File: src/rtl/stph_pkg.sv
package stph_pkg;

  // Chain arrangement selected by the mode input.
  typedef enum logic [1:0] {
    SEQ_ONE_CHAIN   = 2'b00,
    SEQ_TWO_CHAINS  = 2'b01,
    SEQ_FOUR_CHAINS = 2'b10,
    SEQ_ONE_ALT     = 2'b11
  } seq_mode_e;

  // Stages per chain for a given mode.
  function automatic int unsigned stages_per_chain(input logic [1:0] mode,
                                                   input int unsigned max_stages);
    case (seq_mode_e'(mode))
      SEQ_TWO_CHAINS:  return max_stages >> 1;
      SEQ_FOUR_CHAINS: return max_stages >> 2;
      default:         return max_stages;
    endcase
  endfunction

endpackage

File: src/rtl/stph_rst_sync.sv
// Reset synchroniser: asserts asynchronously, releases on the fast clock.
module stph_rst_sync #(
  parameter int unsigned STAGES = 2
) (
  input  logic clk_i,
  input  logic rst_ni,
  output logic rst_no
);

  logic [STAGES-1:0] sync_q;

  always_ff @(posedge clk_i or negedge rst_ni) begin
    if (!rst_ni) begin
      sync_q <= '0;
    end else begin
      sync_q <= {sync_q[STAGES-2:0], 1'b1};
    end
  end

  assign rst_no = sync_q[STAGES-1];

endmodule

File: src/rtl/stph_io_edge.sv
// Samples the I/O clock in the fast domain and flags its rising edge.
module stph_io_edge #(
  parameter int unsigned SYNC_DEPTH = 1
) (
  input  logic clk_i,
  input  logic rst_ni,
  input  logic io_clk_i,
  output logic rise_o
);

  logic [SYNC_DEPTH:0] samp_q;
  logic [SYNC_DEPTH:0] samp_d;

  always_comb begin
    samp_d = {samp_q[SYNC_DEPTH-1:0], io_clk_i};
  end

  always_ff @(posedge clk_i or negedge rst_ni) begin
    if (!rst_ni) begin
      samp_q <= '0;
    end else begin
      samp_q <= samp_d;
    end
  end

  assign rise_o = samp_q[SYNC_DEPTH-1] & ~samp_q[SYNC_DEPTH];

endmodule

File: src/rtl/stph_phase_counter.sv
// Phase index counter. It restarts on each detected I/O edge and parks in
// the spare slot (index == chain length) until the next edge.
module stph_phase_counter
  import stph_pkg::*;
#(
  parameter int unsigned MAX_STAGES = 8,
  parameter int unsigned CW         = 4
) (
  input  logic          clk_i,
  input  logic          rst_ni,
  input  logic          rise_i,
  input  logic [1:0]    mode_i,
  output logic [CW-1:0] cnt_nxt_o,
  output logic [CW-1:0] len_nxt_o,
  output logic [CW-1:0] len_q_o
);

  logic [CW-1:0] cnt_q, cnt_d;
  logic [CW-1:0] len_q, len_d;
  logic          adv_en;

  always_comb begin
    cnt_d  = cnt_q;
    len_d  = len_q;
    adv_en = 1'b0;
    if (rise_i) begin
      adv_en = 1'b1;
      cnt_d  = '0;
      len_d  = CW'(stages_per_chain(mode_i, MAX_STAGES));
    end else if (cnt_q < len_q) begin
      adv_en = 1'b1;
      cnt_d  = cnt_q + CW'(1);
    end
  end

  always_ff @(posedge clk_i or negedge rst_ni) begin
    if (!rst_ni) begin
      cnt_q <= CW'(MAX_STAGES);
      len_q <= CW'(MAX_STAGES);
    end else if (adv_en) begin
      cnt_q <= cnt_d;
      len_q <= len_d;
    end
  end

  assign cnt_nxt_o = cnt_d;
  assign len_nxt_o = len_d;
  assign len_q_o   = len_q;

endmodule

File: src/rtl/stph_phase_decode.sv
// Registered one-hot decode of the next phase index and the per-stage map.
module stph_phase_decode #(
  parameter int unsigned MAX_STAGES = 8,
  parameter int unsigned CW         = 4
) (
  input  logic                  clk_i,
  input  logic                  rst_ni,
  input  logic [CW-1:0]         cnt_nxt_i,
  input  logic [CW-1:0]         len_nxt_i,
  output logic [MAX_STAGES-1:0] phase_o,
  output logic [MAX_STAGES-1:0] stage_en_o
);

  logic [MAX_STAGES-1:0] phase_d, phase_q;
  logic [MAX_STAGES-1:0] stage_d, stage_q;
  logic                  active;
  logic [CW-1:0]         pos_mask;

  always_comb begin
    active   = (cnt_nxt_i < len_nxt_i);
    pos_mask = len_nxt_i - CW'(1);
  end

  for (genvar k = 0; k < MAX_STAGES; k++) begin : g_slot
    localparam logic [CW-1:0] SLOT = CW'(k);
    assign phase_d[k] = active && (cnt_nxt_i == SLOT);
    assign stage_d[k] = active && (cnt_nxt_i == (SLOT & pos_mask));
  end

  always_ff @(posedge clk_i or negedge rst_ni) begin
    if (!rst_ni) begin
      phase_q <= '0;
      stage_q <= '0;
    end else begin
      phase_q <= phase_d;
      stage_q <= stage_d;
    end
  end

  assign phase_o    = phase_q;
  assign stage_en_o = stage_q;

endmodule

File: src/rtl/stph_sequencer.sv
// Top: multi-phase stage clock sequencer.
module stph_sequencer #(
  parameter int unsigned MAX_STAGES = 8,
  parameter int unsigned RST_STAGES = 2,
  parameter int unsigned SYNC_DEPTH = 1
) (
  input  logic                  clk_fast_i,
  input  logic                  rst_ni,
  input  logic                  io_clk_i,
  input  logic [1:0]            mode_i,
  output logic [MAX_STAGES-1:0] phase_o,
  output logic [MAX_STAGES-1:0] stage_en_o
);

  localparam int unsigned CW = $clog2(MAX_STAGES + 1);

  logic          rst_s;
  logic          io_rise;
  logic [CW-1:0] cnt_nxt;
  logic [CW-1:0] len_nxt;
  logic [CW-1:0] len_q;

  stph_rst_sync #(.STAGES(RST_STAGES)) u_rst_sync (
    .clk_i  (clk_fast_i),
    .rst_ni (rst_ni),
    .rst_no (rst_s)
  );

  stph_io_edge #(.SYNC_DEPTH(SYNC_DEPTH)) u_io_edge (
    .clk_i    (clk_fast_i),
    .rst_ni   (rst_s),
    .io_clk_i (io_clk_i),
    .rise_o   (io_rise)
  );

  stph_phase_counter #(.MAX_STAGES(MAX_STAGES), .CW(CW)) u_counter (
    .clk_i     (clk_fast_i),
    .rst_ni    (rst_s),
    .rise_i    (io_rise),
    .mode_i    (mode_i),
    .cnt_nxt_o (cnt_nxt),
    .len_nxt_o (len_nxt),
    .len_q_o   (len_q)
  );

  stph_phase_decode #(.MAX_STAGES(MAX_STAGES), .CW(CW)) u_decode (
    .clk_i      (clk_fast_i),
    .rst_ni     (rst_s),
    .cnt_nxt_i  (cnt_nxt),
    .len_nxt_i  (len_nxt),
    .phase_o    (phase_o),
    .stage_en_o (stage_en_o)
  );

endmodule

File: config.mk
export PLATFORM = sky130hd
export DESIGN_NAME = stph_sequencer
export DESIGN_NICKNAME = d
export VERILOG_FILES = /design/src/rtl/stph_pkg.sv /design/src/rtl/stph_rst_sync.sv /design/src/rtl/stph_io_edge.sv /design/src/rtl/stph_phase_counter.sv /design/src/rtl/stph_phase_decode.sv /design/src/rtl/stph_sequencer.sv
export SDC_FILE = /design/constraint.sdc
export NUM_CORES = 1
export LEC_CHECK = 0
export ABC_CLOCK_PERIOD_IN_PS = 1200
export CELL_PAD_IN_SITES_DETAIL_PLACEMENT = 1
export CELL_PAD_IN_SITES_GLOBAL_PLACEMENT = 2
export CORE_MARGIN = 5
export CORE_UTILIZATION = 38
export DETAILED_ROUTE_END_ITERATION = 16
export PLACE_DENSITY_LB_ADDON = 0.25
export SYNTH_ARGS = -nofsm -noshare
export SYNTH_HDL_FRONTEND = slang
export SYNTH_HIERARCHICAL = 1
export SYNTH_SLANG_ARGS = --single-unit
File: constraint.sdc
create_clock -name clk_fast_i -period 1.2 [get_ports clk_fast_i]
set_input_delay 0.3 -clock clk_fast_i [delete_from_list [all_inputs] [get_ports clk_fast_i]]
set_output_delay 0.3 -clock clk_fast_i [all_outputs]
set_load 0.05 [all_outputs]
### Word level (Yosys, flattened, before mapping)

Cells that the tools add are included.

| word-level totals | value |
|---|---|
| bits in registers | 28 |
| latch bits | 0 |
| bits in read-only memories | 0 |
| logic and storage cells | 50 |
| memories kept | 0 |
| bits of input ports | 5 |
| RAM bits | 0 |
| output and inout bits | 16 |

| cells by class | value |
|---|---|
| magnitude comparators | 2 |
| multiplexer cells | 6 |
| bitwise gates (word level) | 2 |
| add/subtract/negate cells | 2 |
| multiply operators | 0 |
| div/mod/pow operators | 0 |
| shift-type cells | 0 |
| eq/ne operators | 16 |
| reduce and logical (&&, ||, !) cells | 16 |

Operators by type and width:

| cell | count |
|---|---|
| $eq 4x3->1 | 4 |
| $eq 4x3->1 const B | 4 |
| $logic_and 1x1->1 | 15 |
| $mux 4 | 3 |
| $eq 4x2->1 | 2 |
| $eq 4x2->1 const B | 2 |
| $lt 4x4->1 | 2 |
| $pmux 4 s2 | 1 |
| $add 4x1->4 const B | 1 |
| $eq 4x1->1 | 1 |
| $eq 4x1->1 const B | 1 |
| $logic_not 4->1 | 1 |
| $sub 3x1->3 const B | 1 |
| $eq 2x1->1 const B | 1 |
| $eq 2x2->1 const B | 1 |
| $mux 1 | 2 |
| $and 1x1->1 | 1 |
| $not 1->1 | 1 |

### Logic depth before layout (Yosys ltp)

| logic depth | value |
|---|---|
| word-level depth | 6 |
| gate-level depth with buffers | 11 |

### Cells and area by module

Netlist, hierarchy kept.

By module, submodules not included:

| module | instances | seq. area each (µm²) | cells an instance | area an instance (µm²) |
|---|---|---|---|---|
| stph_phase_decode | 1 | 375.4 | 60 | 743.2 |
| stph_phase_counter | 1 | 202.7 | 56 | 584.3 |
| stph_io_edge | 1 | 50.0 | 3 | 63.8 |
| stph_rst_sync | 1 | 50.0 | 3 | 53.8 |

### Worst setup path before layout

No wires, ideal clock.

| timing | value |
|---|---|
| path kind | register to register |
| start point | reg u_counter.len_q[3] (netlist: u_counter/len_q_o[3]) |
| end point | reg u_decode.stage_q[1] (netlist: u_decode/stage_en_o[1]) |
| arrival time | 2.604 ns |
| data required time | 1.076 ns |
| library setup time | 0.124 ns |
| cell stages (with the launch flop) | 11 |
| setup slack | -1.528 ns |
| buffers on the path | 1 |
| cells stage by stage | dfstp_2 inv_1 ha_1 a21o_1 nor4b_4 mux2_2 ha_1 o21ai_2 a21oi_2 buf_6 nor3_1 |

| between the ends | value |
|---|---|
| word-level cells in the longest chain between the ends | 5 |
| elaborated cells between the ends (all ways) | 7 |
| those cells by class | order compare (2); eq/ne (1); mux (3); reduce/logical (1) |

RTL lines:

| item | RTL line | RTL |
|---|---|---|
| start, declared | stph_phase_counter.sv:19 | `logic [CW-1:0] len_q, len_d;` |
| start signal, assigned | stph_phase_counter.sv:39 | `len_q <= CW'(MAX_STAGES);` |
| start signal, assigned | stph_phase_counter.sv:42 | `len_q <= len_d;` |
| $lt 4x4->1 * | stph_phase_counter.sv:30 | `end else if (cnt_q < len_q) begin` |
| $mux 4 * | stph_phase_counter.sv:30 |  |
| $mux 4 * | stph_phase_counter.sv:26 | `if (rise_i) begin` |
| named net cnt_nxt[3] | stph_sequencer.sv:19 | `logic [CW-1:0] cnt_nxt;` |
| $lt 4x4->1 or $eq 4x1->1 (tied branches) | stph_phase_decode.sv:20, stph_phase_decode.sv:27 |  |
| $logic_and 1x1->1 * | stph_phase_decode.sv:27 | `assign stage_d[k] = active && (cnt_nxt_i == (SLOT & pos_mask));` |
| named net u_decode.stage_d[1] | stph_phase_decode.sv:15 | `logic [MAX_STAGES-1:0] stage_d, stage_q;` |
| end signal, assigned | stph_phase_decode.sv:36 | `stage_q <= stage_d;` |
| end, declared | stph_phase_decode.sv:15 |  |

The timed path passes the listed nets; every way through them passes the cells marked *.
A chain may end at the register's enable or synchronous reset.

### Final worst setup path

| timing | value |
|---|---|
| start point | reg u_counter.len_q[3] (netlist: u_counter/len_q_o[3]) |
| end point | reg u_decode.stage_q[4] (netlist: u_decode/stage_en_o[4]) |

| between the ends | value |
|---|---|
| word-level cells in the longest chain between the ends | 5 |
| elaborated cells between the ends (all ways) | 7 |
| those cells by class | order compare (2); eq/ne (1); mux (3); reduce/logical (1) |

RTL lines:

| item | RTL line |
|---|---|
| $lt 4x4->1 * | stph_phase_counter.sv:30 |
| $mux 4 * | stph_phase_counter.sv:30 |
| $mux 4 * | stph_phase_counter.sv:26 |
| named net cnt_nxt[2] | stph_sequencer.sv:19 |
| $lt 4x4->1 or $eq 4x3->1 (tied branches) | stph_phase_decode.sv:20, stph_phase_decode.sv:27 |
| $logic_and 1x1->1 * | stph_phase_decode.sv:27 |
| named net u_decode.stage_d[4] | stph_phase_decode.sv:15 |

Marked as above.

==> flow_summary.toml <==
[timing]
hold_viol = 0
finClkSkew_ps = 6.015
fin_crit_sh_pct = 217.4
slew_violations = 0
fin_crit_ps = 2609
fin_ws_ps = -1409
setup_viol = 21
fmax_mhz = 383.3
rsz0062_at_grt = "yes"
holdWs_ps = 174.5

[route]
routedWlPerCell_um = 19.16
first_pass_iters = 4
routed_wl_mm = 4.253
dr_total_vias = 1115
antenna_left = 0
drt-initial-drc-count = 28
viasPerCell = 5.023
drc = 0

[synthesis]
synth.area.top_cells = "dfrtp_1 43%, ha_1 9.5%, nor4_2 6.9%"
avgSynthCellArea_um2 = 11.85
synth_edf_count = 0
ys.flop_type = "dfrtp_1"
yosysSeqAreaShare_pct = 46.93
synthDistinctLibCells = 34
synth_most_common_cell = "dfrtp_1"
synth_top_area_cell = "dfrtp_1"
synth-seq-cells = 27
syn_nets = 138
yosys.area.top_type_share_pct = 43.29
synth_area_mm2 = 0.001445
synth_common_cells = "25 x dfrtp_1, 11 x ha_1, 11 x inv_1, 8 x nor4_2"
yosysWarningCount = 6
async_flop_share_pct = 100.0
syn_inst = 122

[floorplanning]
die_w_um = 71.67
io_pins = 21
core_area_mm2 = 0.003661
die_area_mm2 = 0.005137
row_count = 22
initial_core_util_pct = 39.47
die_h_um = 71.67

[place]
globalplace.congestion = 0.8541
place.detailed.hpwl_mm = 2.801
io_buffer_count = 20
placed_cell_area_mm2 = 0.002160
place_ws_ps = -1518

[global_routing]
grt_pass1_wl_mm = 6.610
grt_pass1_vias = 1307
track_usage_pct = 16.41
gr-total-overflow = 0
antenna_found_initial = 0
grt_max_degree = 26

[power]
totalPowerFinal_uw = 7503
vdd_drop_max_mv = 1.279
power.switching_uw = 3419
leakage_uw = 0.001048
p_seq_share_pct = 18.1
combPwrFrac_pct = 74.8
power_density_mw_per_mm2 = 3099
clock_power_share_pct = 7.1
power.internal_uw = 4084
swShare_pct = 45.56

[final_layout]
antenna_cells = 0
num-nets-final = 191
syn2layout_area_growth_pct = 67.53
final_area_mm2 = 0.002421
layout-drive-gt1-share_pct = 59.77

[flow_run]
cap_viol_max_count = 0

[clock_tree]
htree_levels = 1
numCtsBuffers = 3
cts_tree = "yes"
clockBufferDepth = 2
clk-insertion-delay-late_ps = 280
ctsRootBufferMaster = "clkbuf_8"
cts_sinks = 27
clk_pin_slew_ps = 100

[setup_path]
reg2reg_from = "u_counter/len_q_o[3]"
cp_max_fo = 8
end_kind = "flop"
critPathKind = "reg -> reg"
crit_arrival_ps = 2800
startpoint = "u_counter/len_q_o[3]"
cp-start-kind = "flop"
required_ps = 1390
r2r_setup_slack_ps = -1410

[min_path]
hp-class = "in -> async"

[outcome]
violations = "negative setup slack"
outcome = "finished with violations"
per-stage QoR:
step                      setup TNS, ps  utilization, %  instances
final                            -23040           66.13        222
after global routing             -24150           66.13        222
after global placement           -21990           58.99        214
after floorplan                  -20290               -        122
after detailed placement         -23320           58.99        214
after CTS                        -22680           63.19        220
power groups by stage:
stage | clock network, uW | registers [uW] | logic, uW
floorplan | 0 | 1810 | 2240
global placement | 0 | 1350 | 4270
detailed placement | 0 | 1360 | 4500
CTS | 553 | 1350 | 4940
global route | 612 | 1380 | 5900
finish | 535 | 1360 | 5610
flip-flops by register name, summed over array words and instances (netlist names):
signal and flops:
u_decode/phase_o 8, u_decode/stage_en_o 7, u_counter/cnt_q 4, u_counter/len_q_o 4
u_io_edge/samp_q 2, u_rst_sync/sync_q 2
path summary, 6_finish.rpt:
kind,cells after the start,to
setup / recovery,10,u_decode/stage_en_o[4]
hold / removal,1,u_rst_sync/sync_q[1]
setup reg to reg,10,u_decode/stage_en_o[4]
hold reg to reg,1,u_decode/phase_o[0]
max in group asynchronous,1,u_counter/cnt_q[3]
min in group clk_fast_i,0,u_rst_sync/sync_q[1]
worst max-delay path, stage by stage, from the launching register on:
cell and delay [ps]:
dfstp_2 540, inv_2 50, ha_4 220, a21o_4 240
a211oi_4 260, mux2_4 350, ha_4 250, o21ai_4 160
a21oi_4 70, buf_12 160, nor4_4 200
repair_timing:
| action | 4_1_cts | 5_1_grt |
|---|---|---|
| endpoints found under the setup margin | 21 | 23 |
| hold endpoints to repair | 0 | 0 |
| resized for setup | 16 | 13 |
| setup buffers | 6 | 2 |
| pin swaps | 5 | 14 |
| cloned | 0 | 1 |
| hold buffers | 0 | 0 |
area by class of cell:
| class | instances | area [um^2] |
|---|---|---|
| clock buffer | 3 | 41.29 |
| inverter | 11 | 41.29 |
| clock inverter | 1 | 5.005 |
| sequential | 27 | 678.2 |
| tap | 48 | 60.06 |
| fill | 350 | 1240 |
| multi-input combinational | 78 | 942.2 |
| timing repair buffer | 54 | 653.1 |
metal layers:
layer / track usage [%] / wire (um) / vias up
met5: 0 / 0 / -
met4: 6.263 / 85 / 0
met3: 2.805 / 142 / 7
met2: 30.92 / 2420 / 23
met1: 18.12 / 1605 / 566
li1: - / - / 519
cells in the final DEF, fill, tap and decap left out, drive strengths merged, types with 6 or more instances in the layout:
cell / instances
nor4: 13
buf: 49
nand2: 7
inv: 11
nand2b: 7
o21ai: 7
ha: 11
dfrtp: 25
mux2: 6
nor2b: 6
cell families after synthesis:
logic type	count (synthesis)	synth area share, %
AOI/OAI and AO/OA	12	7.014
xor gates and xnor gates	2	2.165
adders and majority gates	11	9.524
buffers and inverters	17	5.368
DFF	27	46.93
muxes	8	6.060
other	1	0.2595
and+or+nand+nor	44	22.69
No activity file was read; power rests on OpenSTA's default activity.
